### src/rtl/sdc_pkg.sv
package sdc_pkg;
  // {RAS#, CAS#, WE#}
  typedef enum logic [2:0] {
    CMD_LMR = 3'b000,
    CMD_REF = 3'b001,
    CMD_PRE = 3'b010,
    CMD_ACT = 3'b011,
    CMD_WR  = 3'b100,
    CMD_RD  = 3'b101,
    CMD_NOP = 3'b111
  } sd_cmd_e;

  typedef enum logic [2:0] {
    ST_PWR,
    ST_IREF,
    ST_MRS,
    ST_IDLE,
    ST_RW
  } ctl_state_e;
endpackage

### src/rtl/sdc_addr_map.sv
module sdc_addr_map #(
  parameter int BANK_W = 2,
  parameter int ROW_W  = 12,
  parameter int COL_W  = 8,
  localparam int ADDR_W = BANK_W + ROW_W + COL_W
) (
  input  logic [ADDR_W-1:0] addr,
  output logic [BANK_W-1:0] bank,
  output logic [ROW_W-1:0]  row,
  output logic [COL_W-1:0]  col
);
  assign bank = addr[ADDR_W-1 -: BANK_W];
  assign row  = addr[COL_W +: ROW_W];
  assign col  = addr[COL_W-1:0];
endmodule

### src/rtl/sdc_refresh_timer.sv
module sdc_refresh_timer #(
  parameter int INTERVAL = 2080,
  localparam int CNT_W = $clog2(INTERVAL)
) (
  input  logic clk,
  input  logic rst,
  input  logic ack,
  output logic pend
);
  logic [CNT_W-1:0] cnt;
  logic             due;

  assign due = (cnt == CNT_W'(INTERVAL - 1));

  always_ff @(posedge clk) begin
    if (rst) begin
      cnt  <= '0;
      pend <= 1'b0;
    end else begin
      cnt <= due ? '0 : cnt + 1'b1;
      if (due)      pend <= 1'b1;
      else if (ack) pend <= 1'b0;
    end
  end

  // an outstanding refresh is never dropped without service
  assert_pend_hold_R8: assert property (@(posedge clk) disable iff (rst)
    (pend && !ack) |=> pend);
endmodule

### src/rtl/sdc_read_capture.sv
module sdc_read_capture #(
  parameter int DATA_W = 32,
  localparam int MAX_CL = 3
) (
  input  logic              clk,
  input  logic              rst,
  input  logic              issue,
  input  logic              cl3,
  input  logic [DATA_W-1:0] dq_in,
  output logic              rvalid,
  output logic [DATA_W-1:0] rdata
);
  logic [MAX_CL-1:0] stage;
  logic              tap;

  assign tap = cl3 ? stage[MAX_CL-1] : stage[MAX_CL-2];

  always_ff @(posedge clk) begin
    if (rst) begin
      stage  <= '0;
      rvalid <= 1'b0;
      rdata  <= '0;
    end else begin
      stage  <= {stage[MAX_CL-2:0], issue};
      rvalid <= tap;
      if (tap) rdata <= dq_in;
    end
  end

  // single-word reads give a single-cycle valid
  assert_single_beat_R7: assert property (@(posedge clk) disable iff (rst)
    rvalid |=> !rvalid);
endmodule

### src/rtl/sdram_ctrl.sv
module sdram_ctrl
  import sdc_pkg::*;
#(
  parameter int BANK_W       = 2,
  parameter int ROW_W        = 12,
  parameter int COL_W        = 8,
  parameter int DATA_W       = 32,
  parameter int PWRUP_CYC    = 20000,
  parameter int REF_INTERVAL = 2080,
  parameter int T_RCD        = 2,
  parameter int T_RP         = 2,
  parameter int T_RFC        = 7,
  parameter int T_MRD        = 2,
  parameter int T_WR         = 2,
  parameter bit BURST_ORDER  = 1'b0,
  localparam int ADDR_W = BANK_W + ROW_W + COL_W,
  localparam int BE_W   = DATA_W / 8
) (
  input  logic              clk,
  input  logic              rst,
  input  logic              cfg_cl3,
  input  logic              host_req,
  input  logic              host_we,
  input  logic [ADDR_W-1:0] host_addr,
  input  logic [DATA_W-1:0] host_wdata,
  input  logic [BE_W-1:0]   host_be,
  output logic              host_ready,
  output logic              host_rvalid,
  output logic [DATA_W-1:0] host_rdata,
  output logic              sd_cke,
  output logic              sd_cs_n,
  output logic              sd_ras_n,
  output logic              sd_cas_n,
  output logic              sd_we_n,
  output logic [BANK_W-1:0] sd_ba,
  output logic [ROW_W-1:0]  sd_a,
  output logic [BE_W-1:0]   sd_dqm,
  output logic [DATA_W-1:0] sd_dq_out,
  output logic              sd_dq_oe,
  input  logic [DATA_W-1:0] sd_dq_in
);
  localparam int AP_BIT = 10;
  localparam int TMR_W  = $clog2(PWRUP_CYC + T_RFC + T_WR + T_RP + 8);

  ctl_state_e        state;
  sd_cmd_e           cmd_q;
  logic [TMR_W-1:0]  tmr;
  logic              iref_second;
  logic              cl3_q;
  logic              rd_issue;
  logic              ref_pend, ref_ack, accept;
  logic [BANK_W-1:0] map_bank, q_bank;
  logic [ROW_W-1:0]  map_row;
  logic [COL_W-1:0]  map_col, q_col;
  logic              q_we;
  logic [DATA_W-1:0] q_wdata;
  logic [BE_W-1:0]   q_be;
  logic [ROW_W-1:0]  col_word, pall_word, mode_word;

  sdc_addr_map #(.BANK_W(BANK_W), .ROW_W(ROW_W), .COL_W(COL_W)) u_map (
    .addr(host_addr), .bank(map_bank), .row(map_row), .col(map_col));

  sdc_refresh_timer #(.INTERVAL(REF_INTERVAL)) u_ref (
    .clk(clk), .rst(rst), .ack(ref_ack), .pend(ref_pend));

  sdc_read_capture #(.DATA_W(DATA_W)) u_cap (
    .clk(clk), .rst(rst), .issue(rd_issue), .cl3(cl3_q), .dq_in(sd_dq_in),
    .rvalid(host_rvalid), .rdata(host_rdata));

  always_comb begin
    col_word = '0;
    col_word[COL_W-1:0] = q_col;
    col_word[AP_BIT] = 1'b1;
    pall_word = '0;
    pall_word[AP_BIT] = 1'b1;
    mode_word = '0;
    mode_word[3] = BURST_ORDER;
    mode_word[6:4] = cl3_q ? 3'd3 : 3'd2;
  end

  // ready and refresh grant decode only registered state
  assign host_ready = (state == ST_IDLE) && (tmr == '0) && !ref_pend;
  assign ref_ack    = (state == ST_IDLE) && (tmr == '0) && ref_pend;
  assign accept     = host_ready && host_req;
  assign sd_cke     = 1'b1;
  assign {sd_ras_n, sd_cas_n, sd_we_n} = cmd_q;

  always_ff @(posedge clk) begin
    if (rst) begin
      state       <= ST_PWR;
      tmr         <= TMR_W'(PWRUP_CYC - 1);
      cmd_q       <= CMD_NOP;
      sd_cs_n     <= 1'b1;
      sd_ba       <= '0;
      sd_a        <= '0;
      sd_dqm      <= '0;
      sd_dq_out   <= '0;
      sd_dq_oe    <= 1'b0;
      rd_issue    <= 1'b0;
      iref_second <= 1'b0;
      cl3_q       <= cfg_cl3;
      q_we        <= 1'b0;
      q_bank      <= '0;
      q_col       <= '0;
      q_wdata     <= '0;
      q_be        <= '0;
    end else begin
      cmd_q    <= CMD_NOP;
      sd_cs_n  <= 1'b1;
      sd_dq_oe <= 1'b0;
      sd_dqm   <= '0;
      rd_issue <= 1'b0;
      if (tmr != '0) begin
        tmr <= tmr - 1'b1;
      end else begin
        unique case (state)
          ST_PWR: begin
            cmd_q   <= CMD_PRE;
            sd_cs_n <= 1'b0;
            sd_a    <= pall_word;
            tmr     <= TMR_W'(T_RP - 1);
            state   <= ST_IREF;
          end
          ST_IREF: begin
            cmd_q       <= CMD_REF;
            sd_cs_n     <= 1'b0;
            tmr         <= TMR_W'(T_RFC - 1);
            iref_second <= !iref_second;
            if (iref_second) state <= ST_MRS;
          end
          ST_MRS: begin
            cmd_q   <= CMD_LMR;
            sd_cs_n <= 1'b0;
            sd_ba   <= '0;
            sd_a    <= mode_word;
            tmr     <= TMR_W'(T_MRD - 1);
            state   <= ST_IDLE;
          end
          ST_IDLE: begin
            if (ref_pend) begin
              cmd_q   <= CMD_REF;
              sd_cs_n <= 1'b0;
              tmr     <= TMR_W'(T_RFC - 1);
            end else if (host_req) begin
              cmd_q   <= CMD_ACT;
              sd_cs_n <= 1'b0;
              sd_ba   <= map_bank;
              sd_a    <= map_row;
              q_we    <= host_we;
              q_bank  <= map_bank;
              q_col   <= map_col;
              q_wdata <= host_wdata;
              q_be    <= host_be;
              tmr     <= TMR_W'(T_RCD - 1);
              state   <= ST_RW;
            end
          end
          ST_RW: begin
            sd_cs_n <= 1'b0;
            sd_ba   <= q_bank;
            sd_a    <= col_word;
            state   <= ST_IDLE;
            if (q_we) begin
              cmd_q     <= CMD_WR;
              sd_dq_oe  <= 1'b1;
              sd_dq_out <= q_wdata;
              sd_dqm    <= ~q_be;
              tmr       <= TMR_W'(T_WR + T_RP - 1);
            end else begin
              cmd_q    <= CMD_RD;
              rd_issue <= 1'b1;
              tmr      <= cl3_q ? TMR_W'(3 + T_RP - 1) : TMR_W'(2 + T_RP - 1);
            end
          end
          default: state <= ST_IDLE;
        endcase
      end
    end
  end

  assert_cmd_gap_R5: assert property (@(posedge clk) disable iff (rst)
    !sd_cs_n |=> sd_cs_n);
  assert_bus_drive_R6: assert property (@(posedge clk) disable iff (rst)
    sd_dq_oe |-> (!sd_cs_n && {sd_ras_n, sd_cas_n, sd_we_n} == CMD_WR));
  assert_busy_after_accept_R10: assert property (@(posedge clk) disable iff (rst)
    accept |=> !host_ready);
  assert_act_then_col_R5: assert property (@(posedge clk) disable iff (rst)
    (!sd_cs_n && {sd_ras_n, sd_cas_n, sd_we_n} == CMD_ACT) |=> (state == ST_RW));
endmodule

### config.mk
export PLATFORM = sky130hd
export DESIGN_NAME = sdram_ctrl
export DESIGN_NICKNAME = d
export VERILOG_FILES = /design/src/rtl/sdc_pkg.sv /design/src/rtl/sdc_addr_map.sv /design/src/rtl/sdc_refresh_timer.sv /design/src/rtl/sdc_read_capture.sv /design/src/rtl/sdram_ctrl.sv
export SDC_FILE = /design/constraint.sdc
export NUM_CORES = 1
export LEC_CHECK = 0
export BUFFER_PORTS_ARGS = -buffer_cell sky130_fd_sc_hd__buf_2
export CORE_MARGIN = 5
export CORE_UTILIZATION = 53
export DETAILED_ROUTE_END_ITERATION = 6
export PLACE_DENSITY_LB_ADDON = 0.15
export RECOVER_POWER = 25
export SLEW_MARGIN = 20
export SYNTH_ARGS = -nofsm -noshare
export SYNTH_HDL_FRONTEND = slang
export SYNTH_HIERARCHICAL = 1
export SYNTH_SLANG_ARGS = --single-unit
### constraint.sdc
create_clock -name clk -period 2.9 [get_ports clk]
set_clock_uncertainty 0.2 [all_clocks]
set_input_delay 0.87 -clock clk [delete_from_list [all_inputs] [get_ports clk]]
set_output_delay 0.87 -clock clk [all_outputs]
set_load 0.02 [all_outputs]
==> results of run 1 <==
## state kept, by name, indices dropped and copies added, names as in the netlist
signal and cells:
state 3, q_col 8, iref_second 1, u_ref/cnt 12, sd_dq_oe 1, cmd_q 3, q_wdata 32, u_ref/pend 1
q_we 1, tmr 15, sd_ba 2, rd_issue 1, sd_dqm 4, sd_dq_out 32, u_cap/rvalid 1, u_cap/rdata 32
q_bank 2, u_cap/stage 3, sd_cs_n 1, q_be 4, cl3_q 1, sd_a 12
## power groups by stage
stage / clock network, uW / logic (uW) / registers, uW
3_5_place_dp: 0 / 193 / 2440
6_report: 2460 / 196 / 2390
5_1_grt: 2610 / 219 / 2390
4_1_cts: 2500 / 194 / 2380
2_1_floorplan: 0 / 121 / 2430
3_3_place_gp: 0 / 188 / 2440
## routing by layer
metal | up-vias | GRT usage | routed length, microns
met5 | - | 0 | 13
met3 | 17 | 0.0675 | 1120
met1 | 2778 | 0.252 | 7300
li1 | 2918 | - | -
met2 | 158 | 0.364 | 8520
met4 | 2 | 0.0618 | 201
## kinds of logic after synthesis
logic type,synth area share
muxes,0.154
buffers and inverters,0.0687
other,0.000509
AOI/OAI and AO/OA,0.0807
and+or+nand+nor,0.217
xor gates and xnor gates,0.00476
adders and majority gates,0.00510
DFF,0.469
## worst min-delay path by stage
| stage | to | slack, ns |
|---|---|---|
| finish | sd_dqm[0] | 0.22 |
| global route | sd_dqm[0] | 0.25 |
| CTS | sd_dqm[3] | 0.23 |
| detailed placement | sd_dqm[3] | 0.22 |
| global placement | sd_dqm[0] | 0.21 |
| floorplan | sd_dqm[0] | 0.20 |
## cell usage after synthesis (3+ instances only)
master	number
a21oi_1	30
a22oi_1	9
a31oi_1	4
and3_1	6
buf_12	4
buf_2	7
buf_4	26
buf_8	3
clkbuf_1	33
dfxtp_1	171
ha_1	3
inv_1	6
mux2i_1	111
nand2_1	141
nand2b_1	69
nand3_1	10
nand3b_1	3
nand4_1	7
nor2_1	16
nor2b_1	8
nor3_1	9
o21ai_0	21
o2bb2ai_1	8
o31ai_1	5
or3_1	10
or4_1	6
## cell usage in the layout, fill, tap and decap left out, types with 9 or more instances in the layout
master,n
buf_2,173
dfxtp_1,169
nand2_1,141
mux2i_1,111
nand2b_1,69
a21oi_1,30
o21ai_0,21
clkbuf_16,17
nor2_1,16
clkbuf_1,11
buf_4,11
or3_1,10
nand3_1,10
a22oi_1,9
## worst max-delay path, delay by kind of cell, from the launching register on
| family | cells | cell delay (ns) |
|---|---|---|
| fa+ha+maj | 1 | 0.14 |
| buf+inv | 4 | 0.80 |
| flops | 1 | 0.34 |
| simple gates | 3 | 0.93 |
| mux | 1 | 0.24 |
## metrics by stage
stage | cell area, sq um | util | hold slack, ns | instances | setup WS, ns
2_1_floorplan | 7370 | - | 0.201 | 770 | 0.126
3_3_place_gp | 8230 | 0.597 | 0.208 | 1077 | 0.391
3_5_place_dp | 8230 | 0.597 | 0.218 | 1077 | 0.327
4_1_cts | 8890 | 0.645 | 0.229 | 1110 | 0.0287
5_1_grt | 8880 | 0.645 | 0.251 | 1111 | 0.00696
6_report | 8880 | 0.645 | 0.224 | 1111 | 0.110
## layout make-up
class                   instances  area share
clock buffers                  22      0.0556
clock inverters                10      0.0180
inverters                       7     0.00310
multi-input cells             518       0.385
flip-flops and latches        172       0.389
well taps                     180      0.0253
repair buffers                202       0.124
## timing repair
item	in CTS	in global routing
resized for setup	1	6
setup endpoints to repair	1	1
buffers inserted	1	1
hold endpoints to repair	0	0
pin swaps	2	3
==> flow_summary.toml, run 1 <==
[job]
maxCapViolations = 0

[worst_setup_path]
worst_path_max_delay_cell = "and4_4"
ff2ff_path_depth = 9
critPathLaunch = "tmr[1]"
cp-end-kind = "flop"
worstPathRequired_ns = 3.05
startpoint_type = "flop"
crit_fanout = 43
slowest_delay_ns = 0.38
crit_end = "q_wdata[20]"
reg2reg_from = "tmr[1]"
path_class = "flop to flop"
reg2reg_slack_ns = 0.11
worstPathCellList = "inv_2 -> ha_4 -> nor4b_4 -> clkbuf_4 -> clkbuf_1 -> and4_4 -> and3_2 -> buf_12 -> mux2i_1"
regToRegEndpoint = "q_wdata[20]"
arrival_ns = 2.94

[floorplan]
start_util = 0.534
die_h_microns = 128
coreArea_sq_um = 13800
pin_count = 185
num_rows = 43
die_x_microns = 128
die-area_sq_um = 16300

[routing]
routedWlPerCell_microns = 15.4
ant_nets = 0
initialDrtViolationCount = 461
first_pass_iters = 4
drc = 0
routed_wl_microns = 17200
vias = 5873
via_per_inst = 5.29

[logic_synthesis]
synthArstFlopShare = 0
synth_area_sq_um = 7360
synth_seq_cells = 172
avgSynthCellArea_sq_um = 9.56
synth_top_cell_area_share = 0.465
synth-main-ff-cell = "dfxtp_1"
yosysWarnings = 6
synth_area_leaders = "dfxtp_1 47%, mux2i_1 15%, nand2_1 7.2%, nand2b_1 5.9%, buf_4 2.7%"
synth_cell_types = 61
synth_edf_count = 1
syn_nets = 868
ys_seq_area_frac = 0.469
syn_inst = 770
synth_top_cell_by_area = "dfxtp_1"

[clocking]
cts_buffers = 17
cts_sinks = 172
htree_levels = 4
cts_tree = "yes"
cts_hold_buf = 0
cts_root_buffer = "clkbuf_16"
clock_latency_ns = 0.42
path_clk_slew_ns = 0.06
cts_buffer_depth = 2

[timing]
fin_crit_ns = 2.79
finalSetupViolCount = 0
fmax_mhz = 358
rsz0062_at_grt = "no"
hold_viol = 0
fin_crit_sh = 0.962
setup_tns_ns = 0
relSlewSlack = 0.255
worst_slew_pin_slew_ns = 1.12
slew_viol_final = 0

[min_path]
hold-path-cell-count = 1
hold_path.class = "flop to flop"
min_from = "q_be[0]"

[grt]
grt_start_max_net_pins = 66
antenna_found_initial = 1
grt_pass1_wl_microns = 28100
grt_usage = 0.211
grt_pass1_vias = 5886
grt-ovfl-total = 0

[power]
seq_power_share = 0.473
p_per_area_nw_per_um2 = 568
irDropWorstVdd_uv = 373
p_sw_frac = 0.202
comb_power_share = 0.039
p_clk_frac = 0.488
finalPower_uw = 5040
p_int_uw = 4020
p_sw_uw = 1020
power_leakage_uw = 0.00396

[placed_design]
gp_congestion = 0.827
dpl.hpwl_microns = 11800
port_buffers = 183

[layout]
num-fill-cells = 1181
synthToLayoutAreaGrowth_pct = 20.7
drive_gt1_frac = 0.261
seq_area_sq_um = 3460
diodes = 0
nets = 1016
multi_input_area_sq_um = 3420

[run_status]
outcome = "completed"
Power figures use the tool's default switching activity.
==> run 2: changes to the inputs <==
--- a/config.mk
+++ b/config.mk
@@ -9,7 +9,7 @@
 export CORE_MARGIN = 5
 export CORE_UTILIZATION = 53
 export DETAILED_ROUTE_END_ITERATION = 6
-export PLACE_DENSITY_LB_ADDON = 0.15
+export PLACE_DENSITY = 0.87
 export RECOVER_POWER = 25
 export SLEW_MARGIN = 20
 export SYNTH_ARGS = -nofsm -noshare
==> constraint.sdc (replaced) <==
create_clock -name clk -period 2.9 [get_ports clk]
set_clock_uncertainty 0.2 [all_clocks]
set_input_delay 0.145 -clock clk [delete_from_list [all_inputs] [get_ports clk]]
set_output_delay 0.145 -clock clk [all_outputs]
set_load 0.02 [all_outputs]
==> run 2 against run 1 <==
  * Non-clock buffer count up 91
  * Cell count up 8.1%
  * Via count up 8.7%
  * Worst setup slack better by 0.25 ns
  * Total power down 5.8%
  * Sequential power about the same
  * Critical endpoint is now host_ready
  * Hold slack better by 0.0029 ns
  * Combinational power up 53%
  * Critical path depth down 2
==> flow_summary.toml, run 2 (synthesized netlist as in run 1, its figures left out) <==
[run_status]
outcome = "completed"

[timing]
setup_tns_ns = 0
slew_viol_final = 0
hold_viol = 0
fmax_mhz = 394
finalSetupViolCount = 0
fin_crit_sh = 0.875
worst_slew_pin_slew_ns = 0.859
worst_slack_ns = 0.363
relSlewSlack = 0.427
fin_crit_ns = 2.54
rsz0062_at_grt = "no"

[power]
power_leakage_uw = 0.00404
p_clk_frac = 0.435
irDropWorstVdd_uv = 438
p_sw_uw = 1080
p_per_area_nw_per_um2 = 496
p_sw_frac = 0.228
comb_power_share = 0.063
p_int_uw = 3670
seq_power_share = 0.502
finalPower_uw = 4750

[placed_design]
gp_congestion = 0.819
dp_slack_ns = 0.418
place_area_sq_um = 8130
port_buffers = 183
dpl.hpwl_microns = 11300

[floorplan]
die_h_microns = 128
die-area_sq_um = 16300
pin_count = 185
num_rows = 43
die_x_microns = 128
coreArea_sq_um = 13800
start_util = 0.534

[layout]
final_util = 0.695
top_regs = "q_wdata x32, sd_dq_out x32, u_cap/rdata x32"
drive_gt1_frac = 0.177
diodes = 0
nets = 1107
finalInstanceArea_sq_um = 9580
layout_common_cells = "171 x dfxtp_1, 141 x nand2_1, 122 x buf_2"
final_common_cell = "dfxtp_1"
synthToLayoutAreaGrowth_pct = 30.1

[clocking]
htree_levels = 4
cts_root_buffer = "clkbuf_16"
cts_buffer_depth = 2
cts_buffers = 17
path_clk_slew_ns = 0.07
cts_sinks = 172
cts_tree = "yes"
clock_latency_ns = 0.42

[grt]
grt_usage = 0.240
use_met2 = 0.430
grt_pass1_vias = 6426
grt_use_met1 = 0.270
gr-usage-met3 = 0.0588
antenna_found_initial = 0
grt-ovfl-total = 0
grt_start_max_net_pins = 91
grt_pass1_wl_microns = 31600
top_usage_layer = "met2"

[routing]
ant_nets = 0
drc = 0
vias = 6382
via_per_inst = 5.31
routed_wl_microns = 20000
routedWlPerCell_microns = 16.7
initialDrtViolationCount = 395
first_pass_iters = 6

[worst_setup_path]
worstPathRequired_ns = 2.56
startpoint_type = "flop"
arrival_ns = 2.19
crit_fanout = 8
path_class = "flop to primary output"
cp-end-kind = "primary output"

[job]
maxCapViolations = 0

[min_path]
hold_path.class = "flop to flop"
[run 2: changes by cell type in the layout (fill, tap and decap cells not counted), moves of 4 or more]
cell	previous run	this run
dlygate4sd3_1	0	96
clkbuf_1	11	63
buf_2	173	122
bufinv_16	4	0
clkbuf_8	5	1
[run 2: metal layers]
metal | routed length, microns | vias up
li1 | - | 3108
met1 | 7780 | 2996
met2 | 10300 | 224
met3 | 1230 | 54
met4 | 705 | 0
met5 | 0 | -
[run 2: worst paths after layout]
kind            from          to  slack [ns]  cells after the start
max           tmr[0]  host_ready        0.36                      7
min          q_be[0]   sd_dqm[0]        0.23                      1
min reg2reg  q_be[0]   sd_dqm[0]        0.23                      1
max reg2reg   tmr[0]  q_wdata[2]        0.40                      7
[run 2: power groups by stage]
| stage | clock network (uW) | registers [uW] | logic, uW |
|---|---|---|---|
| floorplan | 0 | 2430 | 121 |
| global placement | 0 | 2440 | 185 |
| detailed placement | 0 | 2440 | 187 |
| CTS | 2090 | 2380 | 288 |
| global route | 2200 | 2380 | 323 |
| finish | 2070 | 2380 | 299 |
[run 2: final cells by class]
cell class,count,area [sq um]
fillers,971,4200
flip-flops and latches,172,3450
multi-input cells,518,3410
repair buffers,293,1930
clock buffers,20,447
well taps,180,225
clock inverters,11,85.1
inverters,7,28.8
[run 2: repair_timing]
item,in CTS,in global routing
buffers inserted,0,4
hold buffers,96,0
hold endpoints to repair,101,0
resized for setup,0,0
endpoints found under the setup margin,0,1
[run 2: critical path: stages, from the launching register on]
cell	delay, ns
dfxtp_1	0.35
inv_1	0.10
ha_1	0.18
nor4b_4	0.33
nand4_1	0.16
buf_4	0.20
nor3_1	0.24
buf_2	0.21
[run 2: per-stage QoR]
stage               hold WS [ns]  instances
floorplan                 0.0141        770
global placement           0.125       1070
detailed placement         0.125       1070
CTS                        0.225       1197
global route               0.237       1201
finish                     0.227       1201
==> run 3: changes to the inputs <==
--- a/config.mk
+++ b/config.mk
@@ -5,9 +5,9 @@
 export SDC_FILE = /design/constraint.sdc
 export NUM_CORES = 1
 export LEC_CHECK = 0
+export ABC_AREA = 1
 export BUFFER_PORTS_ARGS = -buffer_cell sky130_fd_sc_hd__buf_2
-export CORE_MARGIN = 5
-export CORE_UTILIZATION = 53
+export CORE_UTILIZATION = 54
 export DETAILED_ROUTE_END_ITERATION = 6
 export PLACE_DENSITY = 0.87
 export RECOVER_POWER = 25
==> run 3 against run 2 <==
  * Clock power about the same
  * Sequential power about the same
  * Synthesized cell count increased by 47%
  * Final area increased by 2.8%
  * Total power increased by 0.75%
  * Sequential cell count unchanged
  * Critical path depth increased by 3
  * Cell count increased by 30%
  * Global-route usage increased by 5.5 points
  * Fmax about the same
  * First-iteration DRC count increased by 65%
  * Largest cell class unchanged
==> flow_summary.toml, run 3 <==
[floorplan]
die_h_microns = 121
die-area_sq_um = 14600
coreArea_sq_um = 13800
die_x_microns = 121
pin_count = 185
num_rows = 43
start_util = 0.553

[placed_design]
port_buffers = 183
gp_congestion = 0.869
dpl.hpwl_microns = 12100
place_area_sq_um = 8440
dp.cells = 1438

[timing]
fin_crit_sh = 0.875
fmax_mhz = 394
slew_viol_final = 0
worst_slew_pin_slew_ns = 0.794
rsz0062_at_grt = "no"
hold_viol = 0
finalSetupViolCount = 0
worst_hold_slack_ns = 0.201
fin_crit_ns = 2.54
setup_tns_ns = 0
relSlewSlack = 0.470

[clocking]
cts_sinks = 172
cts_buffer_depth = 2
clock_latency_ns = 0.43
htree_levels = 4
path_clk_slew_ns = 0.07
cts_tree = "yes"
cts_buffers = 17
postCtsResizedCells = 0
cts_root_buffer = "clkbuf_16"

[job]
maxCapViolations = 0

[logic_synthesis]
synth_cell_types = 34
syn_inst = 1134
synth_area_sq_um = 7640
synth_area_leaders = "dfxtp_1 45%, nand2_1 14%, nor2_1 14%, inv_1 7.7%, nand3_1 4.3%"
synth_top_cell_by_area = "dfxtp_1"
synth_top_cell_area_share = 0.448
synth_seq_cells = 172
synth_edf_count = 1
ys_top_cells_by_count = "283 x nand2_1, 283 x nor2_1, 171 x dfxtp_1"
synth-main-ff-cell = "dfxtp_1"
yosysWarnings = 6
avgSynthCellArea_sq_um = 6.74
ys_seq_area_frac = 0.452
syn_nets = 1232
synthArstFlopShare = 0

[routing]
vias = 7851
ant_nets = 0
drc = 0
first_pass_iters = 6
routedWlPerCell_microns = 14.0
via_per_inst = 5.02
initialDrtViolationCount = 651
routed_wl_microns = 21900

[run_status]
outcome = "completed"

[worst_setup_path]
ff2ff_path_depth = 10
arrival_ns = 2.70
reg2reg_slack_ns = 0.36
cp-end-kind = "flop"
startpoint_type = "flop"
crit_fanout = 63
worstPathRequired_ns = 3.06
path_class = "flop to flop"

[grt]
grt-ovfl-total = 0
grt_start_max_net_pins = 64
grt_pass1_wl_microns = 34300
grt_pass1_vias = 7420
grt_usage = 0.295
antenna_found_initial = 1

[layout]
layout.cells.non_filler = 1565
top_regs = "q_wdata x32, sd_dq_out x32, u_cap/rdata x32"
synthToLayoutAreaGrowth_pct = 28.8
nets = 1469
finalInstanceArea_sq_um = 9840
drive_gt1_frac = 0.134
layout_common_cells = "283 x nand2_1, 283 x nor2_1, 171 x dfxtp_1"

[power]
irDropWorstVdd_uv = 400
power_leakage_uw = 0.00505
p_per_area_nw_per_um2 = 487

[min_path]
hold-path-cell-count = 2
hold_path.class = "flop to flop"
==> run 3: cell types whose count changed in the layout (fill, tap and decap cells not counted), sizes merged, moves of 8 or more <==
cell / delta
a21oi: -10
a22oi: -9
inv: +152
mux2i: -112
nand2: +146
nand2b: -69
nand3: +56
nor2: +277
nor2b: -8
o2bb2ai: -8
or3: -12
xor2: +9
==> run 3: through the flow <==
stage	setup WS (ns)	power [uW]	util
after detailed placement	0.501	2630	0.611
after CTS	0.449	4780	0.717
after global routing	0.123	4940	0.712
after global placement	0.617	2630	0.611
final	0.361	4790	0.712
after floorplan	1.12	2560	-
==> run 3: routing by layer <==
metal / wire length (microns) / up-vias / GRT usage
li1: - / 3832 / -
met1: 8370 / 3537 / 0.326
met2: 10600 / 415 / 0.519
met3: 2200 / 67 / 0.0893
met4: 666 / 0 / 0.130
met5: 0 / - / 0
==> run 3: critical path, cell delays in order (launching register included) <==
cell and delay (ns):
dfxtp_1 0.30, inv_1 0.13, ha_1 0.22, nand2_1 0.10, nor2_4 0.25, nand2_4 0.19, inv_2 0.23, nand2_4 0.39
nand2_1 0.22, nand2_1 0.07, nor2_1 0.13
==> run 3: final cells by class <==
type | instances | area, sq um
Antenna cell | 1 | 2.50
Clock buffer | 20 | 447
Clock inverter | 12 | 85.1
Fill cell | 1003 | 3990
Inverter | 159 | 597
Multi-Input combinational cell | 733 | 3140
Sequential cell | 172 | 3450
Tap cell | 180 | 225
Timing Repair Buffer | 288 | 1890
==> run 3: final timing paths <==
| path | start | to |
|---|---|---|
| worst max-delay path | tmr[0] | sd_dq_out[31] |
| worst min-delay path | rd_issue | u_cap/stage[0] |
| worst max register to register | tmr[0] | sd_dq_out[31] |
| worst min register to register | rd_issue | u_cap/stage[0] |
==> run 3: cells by family after synthesis <==
logic type / count (synthesis) / share of synthesized area
xor+xnor: 14 / 0.0160
other cells: 1 / 0.000491
simple gates: 666 / 0.355
buf+inv: 229 / 0.138
flops: 172 / 0.452
compound gates: 49 / 0.0334
fa+ha+maj: 3 / 0.00491
==> run 3: power breakdown <==
part	total, uW	switching (uW)	internal, uW	leakage [uW]
Clock	2090	965	1130	0.000266
Sequential	2380	7.93	2370	0.00139
Combinational	318	151	166	0.00340
Total	4790	1120	3660	0.00505
==> run 3: timing repair <==
item | in CTS | in global routing
endpoints found under the hold margin | 97 | 0
hold buffers | 94 | 0
buffers inserted | 0 | 0
